`src/rtl/lcd4_pkg.sv`:
```
package lcd4_pkg;

  // Round a duration up to whole clock cycles, never less than one.
  function automatic int unsigned ns_to_cyc(input longint unsigned hz,
                                            input longint unsigned ns);
    longint unsigned c;
    c = (hz * ns + 64'd999_999_999) / 64'd1_000_000_000;
    if (c == 64'd0) c = 64'd1;
    return c[31:0];
  endfunction

  typedef enum logic [1:0] {
    BUS_IDLE,
    BUS_SETUP,
    BUS_EHIGH,
    BUS_ELOW
  } bus_state_t;

  typedef enum logic [2:0] {
    SQ_PWR,
    SQ_RAW,
    SQ_RAW_GAP,
    SQ_POLL_HI,
    SQ_POLL_LO,
    SQ_WR_HI,
    SQ_WR_LO,
    SQ_IDLE
  } seq_state_t;

endpackage

```
`src/rtl/lcd4_delay.sv`:
```
module lcd4_delay #(
  parameter int unsigned DW = 24
) (
  input  logic          clk,
  input  logic          rst,
  input  logic          load,
  input  logic [DW-1:0] count,
  output logic          expired
);
  logic [DW-1:0] cnt;

  always_ff @(posedge clk) begin
    if (rst) begin
      cnt <= '0;
    end else if (load) begin
      cnt <= count;
    end else if (cnt != '0) begin
      cnt <= cnt - 1'b1;
    end
  end

  assign expired = (cnt == '0);
endmodule

```
`src/rtl/lcd4_nibble_bus.sv`:
```
module lcd4_nibble_bus import lcd4_pkg::*; #(
  parameter int unsigned T_AS   = 1,
  parameter int unsigned T_PW   = 1,
  parameter int unsigned T_REST = 1
) (
  input  logic       clk,
  input  logic       rst,
  input  logic       go,
  input  logic       rd,
  input  logic       rs_in,
  input  logic [3:0] wnib,
  output logic       done,
  output logic [3:0] rnib,
  output logic       lcd_rs,
  output logic       lcd_rw,
  output logic       lcd_e,
  output logic [3:0] lcd_dout,
  output logic       lcd_oe,
  input  logic [3:0] lcd_din
);
  localparam int unsigned CW = $clog2(T_AS + T_PW + T_REST + 1);

  bus_state_t     st;
  logic [CW-1:0]  cnt;

  always_ff @(posedge clk) begin
    if (rst) begin
      st       <= BUS_IDLE;
      cnt      <= '0;
      done     <= 1'b0;
      rnib     <= '0;
      lcd_rs   <= 1'b0;
      lcd_rw   <= 1'b0;
      lcd_e    <= 1'b0;
      lcd_dout <= '0;
      lcd_oe   <= 1'b1;
    end else begin
      done <= 1'b0;
      case (st)
        BUS_IDLE: begin
          if (go) begin
            lcd_rs <= rs_in;
            lcd_rw <= rd;
            lcd_oe <= ~rd;
            if (!rd) lcd_dout <= wnib;
            cnt <= CW'(T_AS - 1);
            st  <= BUS_SETUP;
          end
        end
        BUS_SETUP: begin
          if (cnt == '0) begin
            lcd_e <= 1'b1;
            cnt   <= CW'(T_PW - 1);
            st    <= BUS_EHIGH;
          end else begin
            cnt <= cnt - 1'b1;
          end
        end
        BUS_EHIGH: begin
          if (cnt == '0) begin
            lcd_e <= 1'b0;
            if (lcd_rw) rnib <= lcd_din;
            cnt <= CW'(T_REST - 1);
            st  <= BUS_ELOW;
          end else begin
            cnt <= cnt - 1'b1;
          end
        end
        BUS_ELOW: begin
          if (cnt == '0) begin
            done <= 1'b1;
            st   <= BUS_IDLE;
          end else begin
            cnt <= cnt - 1'b1;
          end
        end
        default: st <= BUS_IDLE;
      endcase
    end
  end
endmodule

```
`src/rtl/lcd4_seq.sv`:
```
module lcd4_seq import lcd4_pkg::*; #(
  parameter int unsigned DW    = 24,
  parameter int unsigned C_PWR = 100,
  parameter int unsigned C_G1  = 10,
  parameter int unsigned C_G2  = 10,
  parameter int unsigned C_G3  = 10,
  parameter int unsigned C_G4  = 10
) (
  input  logic          clk,
  input  logic          rst,
  input  logic          req_valid,
  input  logic          req_is_data,
  input  logic [7:0]    req_byte,
  output logic          req_ready,
  output logic          bus_go,
  output logic          bus_rd,
  output logic          bus_rs,
  output logic [3:0]    bus_wnib,
  input  logic          bus_done,
  input  logic [3:0]    bus_rnib,
  output logic          dly_load,
  output logic [DW-1:0] dly_count,
  input  logic          dly_zero
);
  localparam int unsigned RAW_LAST  = 3;
  localparam int unsigned INIT_LEN  = 4;

  seq_state_t  state;
  logic        launched;
  logic [1:0]  raw_idx;
  logic [2:0]  init_idx;
  logic [7:0]  cur_byte;
  logic        cur_rs;
  logic        bf_q;
  logic [2:0]  stat_unused;

  assign stat_unused = bus_rnib[2:0];

  function automatic logic [7:0] init_byte(input logic [1:0] i);
    case (i)
      2'd0:    return 8'h20;
      2'd1:    return 8'h08;
      2'd2:    return 8'h01;
      default: return 8'h06;
    endcase
  endfunction

  always_comb begin
    bus_go    = 1'b0;
    bus_rd    = 1'b0;
    bus_rs    = 1'b0;
    bus_wnib  = cur_byte[3:0];
    dly_load  = 1'b0;
    dly_count = DW'(C_PWR);
    case (state)
      SQ_PWR: dly_load = ~launched;
      SQ_RAW: begin
        bus_go   = ~launched;
        bus_wnib = (raw_idx == 2'(RAW_LAST)) ? 4'h2 : 4'h3;
      end
      SQ_RAW_GAP: begin
        dly_load = ~launched;
        case (raw_idx)
          2'd0:    dly_count = DW'(C_G1);
          2'd1:    dly_count = DW'(C_G2);
          2'd2:    dly_count = DW'(C_G3);
          default: dly_count = DW'(C_G4);
        endcase
      end
      SQ_POLL_HI, SQ_POLL_LO: begin
        bus_go = ~launched;
        bus_rd = 1'b1;
      end
      SQ_WR_HI: begin
        bus_go   = ~launched;
        bus_rs   = cur_rs;
        bus_wnib = cur_byte[7:4];
      end
      SQ_WR_LO: begin
        bus_go = ~launched;
        bus_rs = cur_rs;
      end
      default: ;
    endcase
  end

  always_ff @(posedge clk) begin
    if (rst) begin
      state     <= SQ_PWR;
      launched  <= 1'b0;
      raw_idx   <= '0;
      init_idx  <= '0;
      cur_byte  <= '0;
      cur_rs    <= 1'b0;
      bf_q      <= 1'b0;
      req_ready <= 1'b0;
    end else begin
      case (state)
        SQ_PWR: begin
          if (!launched) launched <= 1'b1;
          else if (dly_zero) begin
            launched <= 1'b0;
            state    <= SQ_RAW;
          end
        end
        SQ_RAW: begin
          if (!launched) launched <= 1'b1;
          else if (bus_done) begin
            launched <= 1'b0;
            state    <= SQ_RAW_GAP;
          end
        end
        SQ_RAW_GAP: begin
          if (!launched) launched <= 1'b1;
          else if (dly_zero) begin
            launched <= 1'b0;
            if (raw_idx == 2'(RAW_LAST)) begin
              cur_byte <= init_byte(2'd0);
              cur_rs   <= 1'b0;
              init_idx <= 3'd1;
              state    <= SQ_POLL_HI;
            end else begin
              raw_idx <= raw_idx + 1'b1;
              state   <= SQ_RAW;
            end
          end
        end
        SQ_POLL_HI: begin
          if (!launched) launched <= 1'b1;
          else if (bus_done) begin
            launched <= 1'b0;
            bf_q     <= bus_rnib[3];
            state    <= SQ_POLL_LO;
          end
        end
        SQ_POLL_LO: begin
          if (!launched) launched <= 1'b1;
          else if (bus_done) begin
            launched <= 1'b0;
            state    <= bf_q ? SQ_POLL_HI : SQ_WR_HI;
          end
        end
        SQ_WR_HI: begin
          if (!launched) launched <= 1'b1;
          else if (bus_done) begin
            launched <= 1'b0;
            state    <= SQ_WR_LO;
          end
        end
        SQ_WR_LO: begin
          if (!launched) launched <= 1'b1;
          else if (bus_done) begin
            launched <= 1'b0;
            if (init_idx != 3'(INIT_LEN)) begin
              cur_byte <= init_byte(init_idx[1:0]);
              cur_rs   <= 1'b0;
              init_idx <= init_idx + 1'b1;
              state    <= SQ_POLL_HI;
            end else begin
              req_ready <= 1'b1;
              state     <= SQ_IDLE;
            end
          end
        end
        SQ_IDLE: begin
          if (req_valid && req_ready) begin
            cur_byte  <= req_byte;
            cur_rs    <= req_is_data;
            req_ready <= 1'b0;
            state     <= SQ_POLL_HI;
          end
        end
        default: state <= SQ_IDLE;
      endcase
    end
  end
endmodule

```
`src/rtl/lcd4_ctrl.sv`:
```
module lcd4_ctrl import lcd4_pkg::*; #(
  parameter longint unsigned CLK_HZ     = 125_000_000,
  parameter longint unsigned T_PWRUP_NS = 40_000_000,
  parameter longint unsigned T_GAP1_NS  = 4_100_000,
  parameter longint unsigned T_GAP2_NS  = 100_000,
  parameter longint unsigned T_GAP3_NS  = 37_000,
  parameter longint unsigned T_GAP4_NS  = 37_000,
  parameter longint unsigned T_ASU_NS   = 40,
  parameter longint unsigned T_EPW_NS   = 450,
  parameter longint unsigned T_ECYC_NS  = 500
) (
  input  logic       clk,
  input  logic       rst,
  input  logic       req_valid,
  input  logic       req_is_data,
  input  logic [7:0] req_byte,
  output logic       req_ready,
  output logic       lcd_rs,
  output logic       lcd_rw,
  output logic       lcd_e,
  output logic [3:0] lcd_db_out,
  input  logic [3:0] lcd_db_in,
  output logic       lcd_db_oe
);
  localparam int unsigned C_PWR  = ns_to_cyc(CLK_HZ, T_PWRUP_NS);
  localparam int unsigned C_G1   = ns_to_cyc(CLK_HZ, T_GAP1_NS);
  localparam int unsigned C_G2   = ns_to_cyc(CLK_HZ, T_GAP2_NS);
  localparam int unsigned C_G3   = ns_to_cyc(CLK_HZ, T_GAP3_NS);
  localparam int unsigned C_G4   = ns_to_cyc(CLK_HZ, T_GAP4_NS);
  localparam int unsigned C_AS   = ns_to_cyc(CLK_HZ, T_ASU_NS);
  localparam int unsigned C_PW   = ns_to_cyc(CLK_HZ, T_EPW_NS);
  localparam int unsigned C_CYC  = ns_to_cyc(CLK_HZ, T_ECYC_NS);
  localparam int unsigned C_REST = (C_CYC > C_PW) ? (C_CYC - C_PW) : 1;
  localparam int unsigned DW     = $clog2(C_PWR + C_G1 + C_G2 + C_G3 + C_G4 + 1);

  logic          bus_go, bus_rd, bus_rs, bus_done;
  logic [3:0]    bus_wnib, bus_rnib;
  logic          dly_load, dly_zero;
  logic [DW-1:0] dly_count;

  lcd4_seq #(
    .DW(DW), .C_PWR(C_PWR), .C_G1(C_G1), .C_G2(C_G2), .C_G3(C_G3), .C_G4(C_G4)
  ) i_seq (
    .clk(clk), .rst(rst),
    .req_valid(req_valid), .req_is_data(req_is_data), .req_byte(req_byte),
    .req_ready(req_ready),
    .bus_go(bus_go), .bus_rd(bus_rd), .bus_rs(bus_rs), .bus_wnib(bus_wnib),
    .bus_done(bus_done), .bus_rnib(bus_rnib),
    .dly_load(dly_load), .dly_count(dly_count), .dly_zero(dly_zero)
  );

  lcd4_delay #(.DW(DW)) i_delay (
    .clk(clk), .rst(rst), .load(dly_load), .count(dly_count), .expired(dly_zero)
  );

  lcd4_nibble_bus #(.T_AS(C_AS), .T_PW(C_PW), .T_REST(C_REST)) i_bus (
    .clk(clk), .rst(rst),
    .go(bus_go), .rd(bus_rd), .rs_in(bus_rs), .wnib(bus_wnib),
    .done(bus_done), .rnib(bus_rnib),
    .lcd_rs(lcd_rs), .lcd_rw(lcd_rw), .lcd_e(lcd_e),
    .lcd_dout(lcd_db_out), .lcd_oe(lcd_db_oe), .lcd_din(lcd_db_in)
  );
endmodule

```
`config.mk`:
```
export PLATFORM = sky130hd
export DESIGN_NAME = lcd4_ctrl
export DESIGN_NICKNAME = d
export VERILOG_FILES = /design/src/rtl/lcd4_pkg.sv /design/src/rtl/lcd4_delay.sv /design/src/rtl/lcd4_nibble_bus.sv /design/src/rtl/lcd4_seq.sv /design/src/rtl/lcd4_ctrl.sv
export SDC_FILE = /design/constraint.sdc
export NUM_CORES = 1
export LEC_CHECK = 0
export CORE_ASPECT_RATIO = 0.7
export CORE_MARGIN = 1
export CORE_UTILIZATION = 40
export CTS_BUF_LIST = sky130_fd_sc_hd__clkbuf_16
export DETAILED_ROUTE_END_ITERATION = 7
export PLACE_DENSITY_LB_ADDON = 0.05
export SYNTH_ARGS = -nofsm -noshare
export SYNTH_HDL_FRONTEND = slang
export SYNTH_HIERARCHICAL = 1
export SYNTH_SLANG_ARGS = --single-unit
```
`constraint.sdc`:
```
create_clock -name clk -period 5.53 [get_ports clk]
set_input_delay 1.106 -clock clk [delete_from_list [all_inputs] [get_ports clk]]
set_output_delay 1.106 -clock clk [all_outputs]
set_load 0.03 [all_outputs]
```
# ---- Word level (Yosys, flattened, before mapping)
# Index checks and enable logic that the tools add are counted.
dict set report totals {
  wordCells 172
  out_inout_bits 9
  inputBits 16
  register_bits 65
}
dict set report classes {
  n_bitwise 4
  n_addsub 4
  n_mux 77
  n_reduce_logical 31
  n_eq_ne 38
}
# operator count
set ops {}
lappend ops {{$mux W23} 3}
lappend ops {{$mux W3} 23}
lappend ops {{$mux W8} 7}
lappend ops {{$pmux W19 S2} 1}
lappend ops {{$ne A2 B1 Y1 const B} 18}
lappend ops {{$mux W7} 4}
lappend ops {{$pmux W7 S4} 1}
lappend ops {{$pmux W3 S8} 1}
lappend ops {{$pmux W8 S3} 1}
lappend ops {{$logic_not A23 Y1} 1}
lappend ops {{$mux W1} 23}
lappend ops {{$reduce_bool A23 Y1} 1}
lappend ops {{$sub A23 B1 Y23 const B} 1}
lappend ops {{$pmux W6 S3} 1}
lappend ops {{$reduce_and A15 Y1} 1}
lappend ops {{$eq A3 B3 Y1 const B} 4}
lappend ops {{$reduce_and A3 Y1} 4}
lappend ops {{$mux W2} 5}
lappend ops {{$ne A2 B2 Y1 const B} 5}
lappend ops {{$reduce_bool A2 Y1} 5}
lappend ops {{$eq A2 B2 Y1 const B} 4}
lappend ops {{$pmux W2 S4} 1}
lappend ops {{$pmux W4 S2} 1}
lappend ops {{$reduce_and A4 Y1} 2}
lappend ops {{22 further kinds} 36}

# ---- Logic depth before layout (Yosys ltp)
dict set report depth {
  depth_word 6
  ltp_mapped 9
  depth_no_buf 9
}

# ---- Hierarchy
# The synthesis kept the hierarchy.
# mod seq_area_each_um2 cells_per_inst n_inst area_each_um2
set by_module_without_submodules {}
lappend by_module_without_submodules {lcd4_seq 400.4 182 1 1490.2}
lappend by_module_without_submodules {lcd4_delay 460.4 156 1 1291.2}
lappend by_module_without_submodules {lcd4_nibble_bus 440.4 131 1 1138.6}

# ---- Least setup slack after synthesis
# Ideal clock, no wire load.
dict set report synth_timing {
  kind {flip-flop to flip-flop}
  from {register i_delay.cnt[0]}
  to {register i_seq.state[1]}
  setup_time_ns 0.121
  path_buffers 0
  path_stages_with_launch 10
  period_less_slack_ns 2.706
  t_required_ns 5.409
  slack_ns 2.824
  t_arrival_ns 2.585
  cell_sequence {dfxtp_1 inv_1 ha_1 nor4b_1 nand4_2 nor2_1 mux2i_1 or3_1 a21boi_0 mux2_2}
}
dict set report synth_via {
  elab_chain_cells 3
  word_cells_on_any_way 4
  cone_classes {eq/ne: 2; reduce/logical: 2}
}
# item line_no
set synth_lines {}
lappend synth_lines {{start: declaration} lcd4_delay.sv:10} ;# logic [DW-1:0] cnt;
lappend synth_lines {{start signal: assignment} lcd4_delay.sv:16} ;# cnt <= count;
lappend synth_lines {{start signal: assignment} lcd4_delay.sv:18} ;# cnt <= cnt - 1'b1;
lappend synth_lines {{$logic_not A23 Y1 *} lcd4_delay.sv:22} ;# assign expired = (cnt == '0);
lappend synth_lines {{net dly_zero} lcd4_ctrl.sv:38} ;# logic dly_load, dly_zero;
lappend synth_lines {{$ne A2 B2 Y1 (no line)} n/a}
lappend synth_lines {{$reduce_and A15 Y1 (no line) *} n/a}
lappend synth_lines {{end signal: assignment} lcd4_seq.sv:140} ;# state <= bf_q ? SQ_POLL_HI : SQ_WR_HI;
lappend synth_lines {{end: declaration} lcd4_seq.sv:28} ;# seq_state_t state;
# The timed path passes the listed nets; every way through them passes the cells marked *.
# A chain may end at the register's enable or synchronous reset.

# ---- Final worst setup path
# Ends and elaborated chain as after synthesis.

==> qor.csv <==
stage,metric,value,unit
job,drv_cap,0,
min_path,whs_path_depth,2,
cts,cts_buffers,9,
cells_and_area,final_core_util,46.1,%
cells_and_area,syn_to_final_growth,10.8,%
sta,setup_viol,0,
pwr,power,1.15,mW
setup_path,reg2regPathDepth,9,
global_routing,grtUsageTotal,18.8,%
placement,gp_congestion,0.826,
cts,cts_tree,done,
min_path,hp-class,flop to flop,
cts,cts.sinks,62,
cts,ctsResizeCount,0,
die,die_h,83.7,um
sta,setup_slack,2.01,ns
global_routing,grt_pass1_wl,14.9,mm
setup_path,critical_path_required,5.74,ns
yosys,ys_warn_count,6,
pwr,p_int,834,uW
pwr,cellLeakagePower,1.54,nW
pwr,share_seq_of_total_power,42.4,%
sta,relSlewSlack,37.4,%
sta,fmax,284,MHz
routing,drcViolationCount,0,
min_path,hp-start,i_bus/lcd_rs$_SDFFE_PP0P_,
die,coreArea,9180,sq um
setup_path,cp-end-kind,flop,
pwr,powerDensity,273,nW/um^2
routing,drtIter0Drc,201,
placement,dpl.cell_count,570,
global_routing,antenna_found_initial,0,
sta,min_period,3.52,ns
routing,ant_nets,0,
setup_path,crit_start,i_delay/cnt[0]$_SDFFE_PP0P_,
routing,wl_per_cell,15.0,um
yosys,syn-instance-count,460,
setup_path,cp_max_fo,10,
placement,dp_hpwl,6.10,mm
placement,pre_cts_slack,2.09,ns
global_routing,first_global_vias,2897,
cells_and_area,drive_above_1_share,9.76,%
die,rows,29,
cells_and_area,stdcell_area,4230,sq um
global_routing,grt-ovfl-total,0,
cts,root_buffer,clkbuf_16,
sta,rsz0062_at_grt,false,
sta,worst_slew_pin_slew,0.938,ns
die,die_w,119,um
sta,tns,0,ns
pwr,p_sw_share,27.8,%
setup_path,reg2reg_from,i_delay/cnt[0]$_SDFFE_PP0P_,
pwr,pwr-share-clk,41.4,%
cts,cts_buffer_depth,2,
routing,viasPerCell,5.34,
die,dieArea,9950,sq um
die,start_util,41.6,%
sta,hold_viol,0,
cts,cts-htree-levels,3,
yosys,syn_area,3820,sq um
sta,hold_ws,0.466,ns
pwr,switchingPower,321,uW
cts,clkTransAtPathRegs,0.05,ns
cells_and_area,layout.nets,487,
pwr,power_frac_comb,16.2,%
yosys,avgSynthCellArea,8.30,sq um
setup_path,critPathKind,flop to flop,
placement,io_buffers,21,
routing,drt-total-wl,8.76,mm
cts,post_cts_buffers,0,
run_status,status,finished clean,
sta,fin_worst_skew,0.00346,ns
cts,insertion_delay,0.32,ns
die,io_pins,25,
pwr,peakVddDrop,0.000154,V
global_routing,grt_max_degree,49,
routing,route.vias.total,3121,
setup_path,start_kind,flop,
setup_path,arrival,3.73,ns
placement,place_area,3980,sq um
cells_and_area,nFillCells,932,
routing,first_pass_iters,4,
cts,cts_hold_buf,0,
sta,period_share,63.6,%
sta,slew_violations,0,
cells_and_area,final_cell_count_no_fill,585,
cells_and_area,antennaDiodeCount,0,
cell type report:
| cell class | count | area (sq um) | area share [%] |
|---|---|---|---|
| clock buffers | 9 | 225 | 5.32 |
| inverters | 23 | 86.3 | 2.04 |
| well taps | 124 | 155 | 3.67 |
| clock inverters | 6 | 23.8 | 0.562 |
| flip-flops and latches | 62 | 1240 | 29.3 |
| multi-input cells | 338 | 2280 | 53.9 |
| repair buffers | 23 | 220 | 5.20 |
sequential cells by signal (all words and copies together) (netlist names), 2 cells and up:
name / count
i_bus/cnt: 7
i_bus/lcd_dout: 4
i_bus/st: 2
i_delay/cnt: 23
i_seq/cur_byte: 8
i_seq/init_idx: 3
i_seq/raw_idx: 2
i_seq/state: 3
per-layer routing:
layer | share of wire [%] | GRT usage [%] | up-vias
li1 | - | - | 1610
met1 | 57 | 28.8 | 1453
met2 | 39 | 25.3 | 53
met3 | 4.1 | 5.94 | 5
met4 | 0.33 | 3.45 | 0
met5 | 0 | 0 | -
layout by cell type, fill, tap and decap left out, types with 3 or more instances in the layout:
cell	n
a211oi_1	3
xnor2_1	8
nor2b_1	9
a21oi_1	26
mux2_2	8
nand2_1	46
nor3_1	15
conb_1	5
nor4_1	8
dfxtp_1	62
nand2b_1	19
and2_1	6
ha_1	14
mux2i_1	19
nand3_1	6
xor2_1	7
o22ai_1	7
inv_1	25
o21ai_0	19
clkbuf_16	9
clkdlybuf4s50_1	20
or2_2	3
nor2_1	34
o32ai_1	5
o211ai_1	3
or3_1	9
worst max-delay path: stages, from the launching register on:
cell and delay (ns):
dfxtp_1 0.33, inv_1 0.08, ha_1 0.22, nor4b_1 0.66
nand4_2 0.44, nor2_1 0.63, mux2i_1 0.13, or3_1 0.38
a21boi_0 0.18, mux2_2 0.35
power groups by stage:
stage          combinational [mW]  sequential [mW]  clock (mW)
3_3_place_gp                0.184            0.498           0
5_1_grt                     0.207            0.492       0.516
2_1_floorplan               0.139            0.497           0
4_1_cts                     0.186            0.489       0.495
3_5_place_dp                0.183            0.498           0
6_report                    0.187            0.490       0.478
path summary, 6_finish.rpt:
path / end / slack (ns)
hold / removal: i_bus/lcd_rs$_SDFFE_PP0P_ / 0.47
setup / recovery: i_seq/state[1]$_SDFFE_PP0P_ / 2.01
hold reg to reg: i_bus/lcd_rs$_SDFFE_PP0P_ / 0.47
setup reg to reg: i_seq/state[1]$_SDFFE_PP0P_ / 2.01
(Power assumes the default switching activity.)
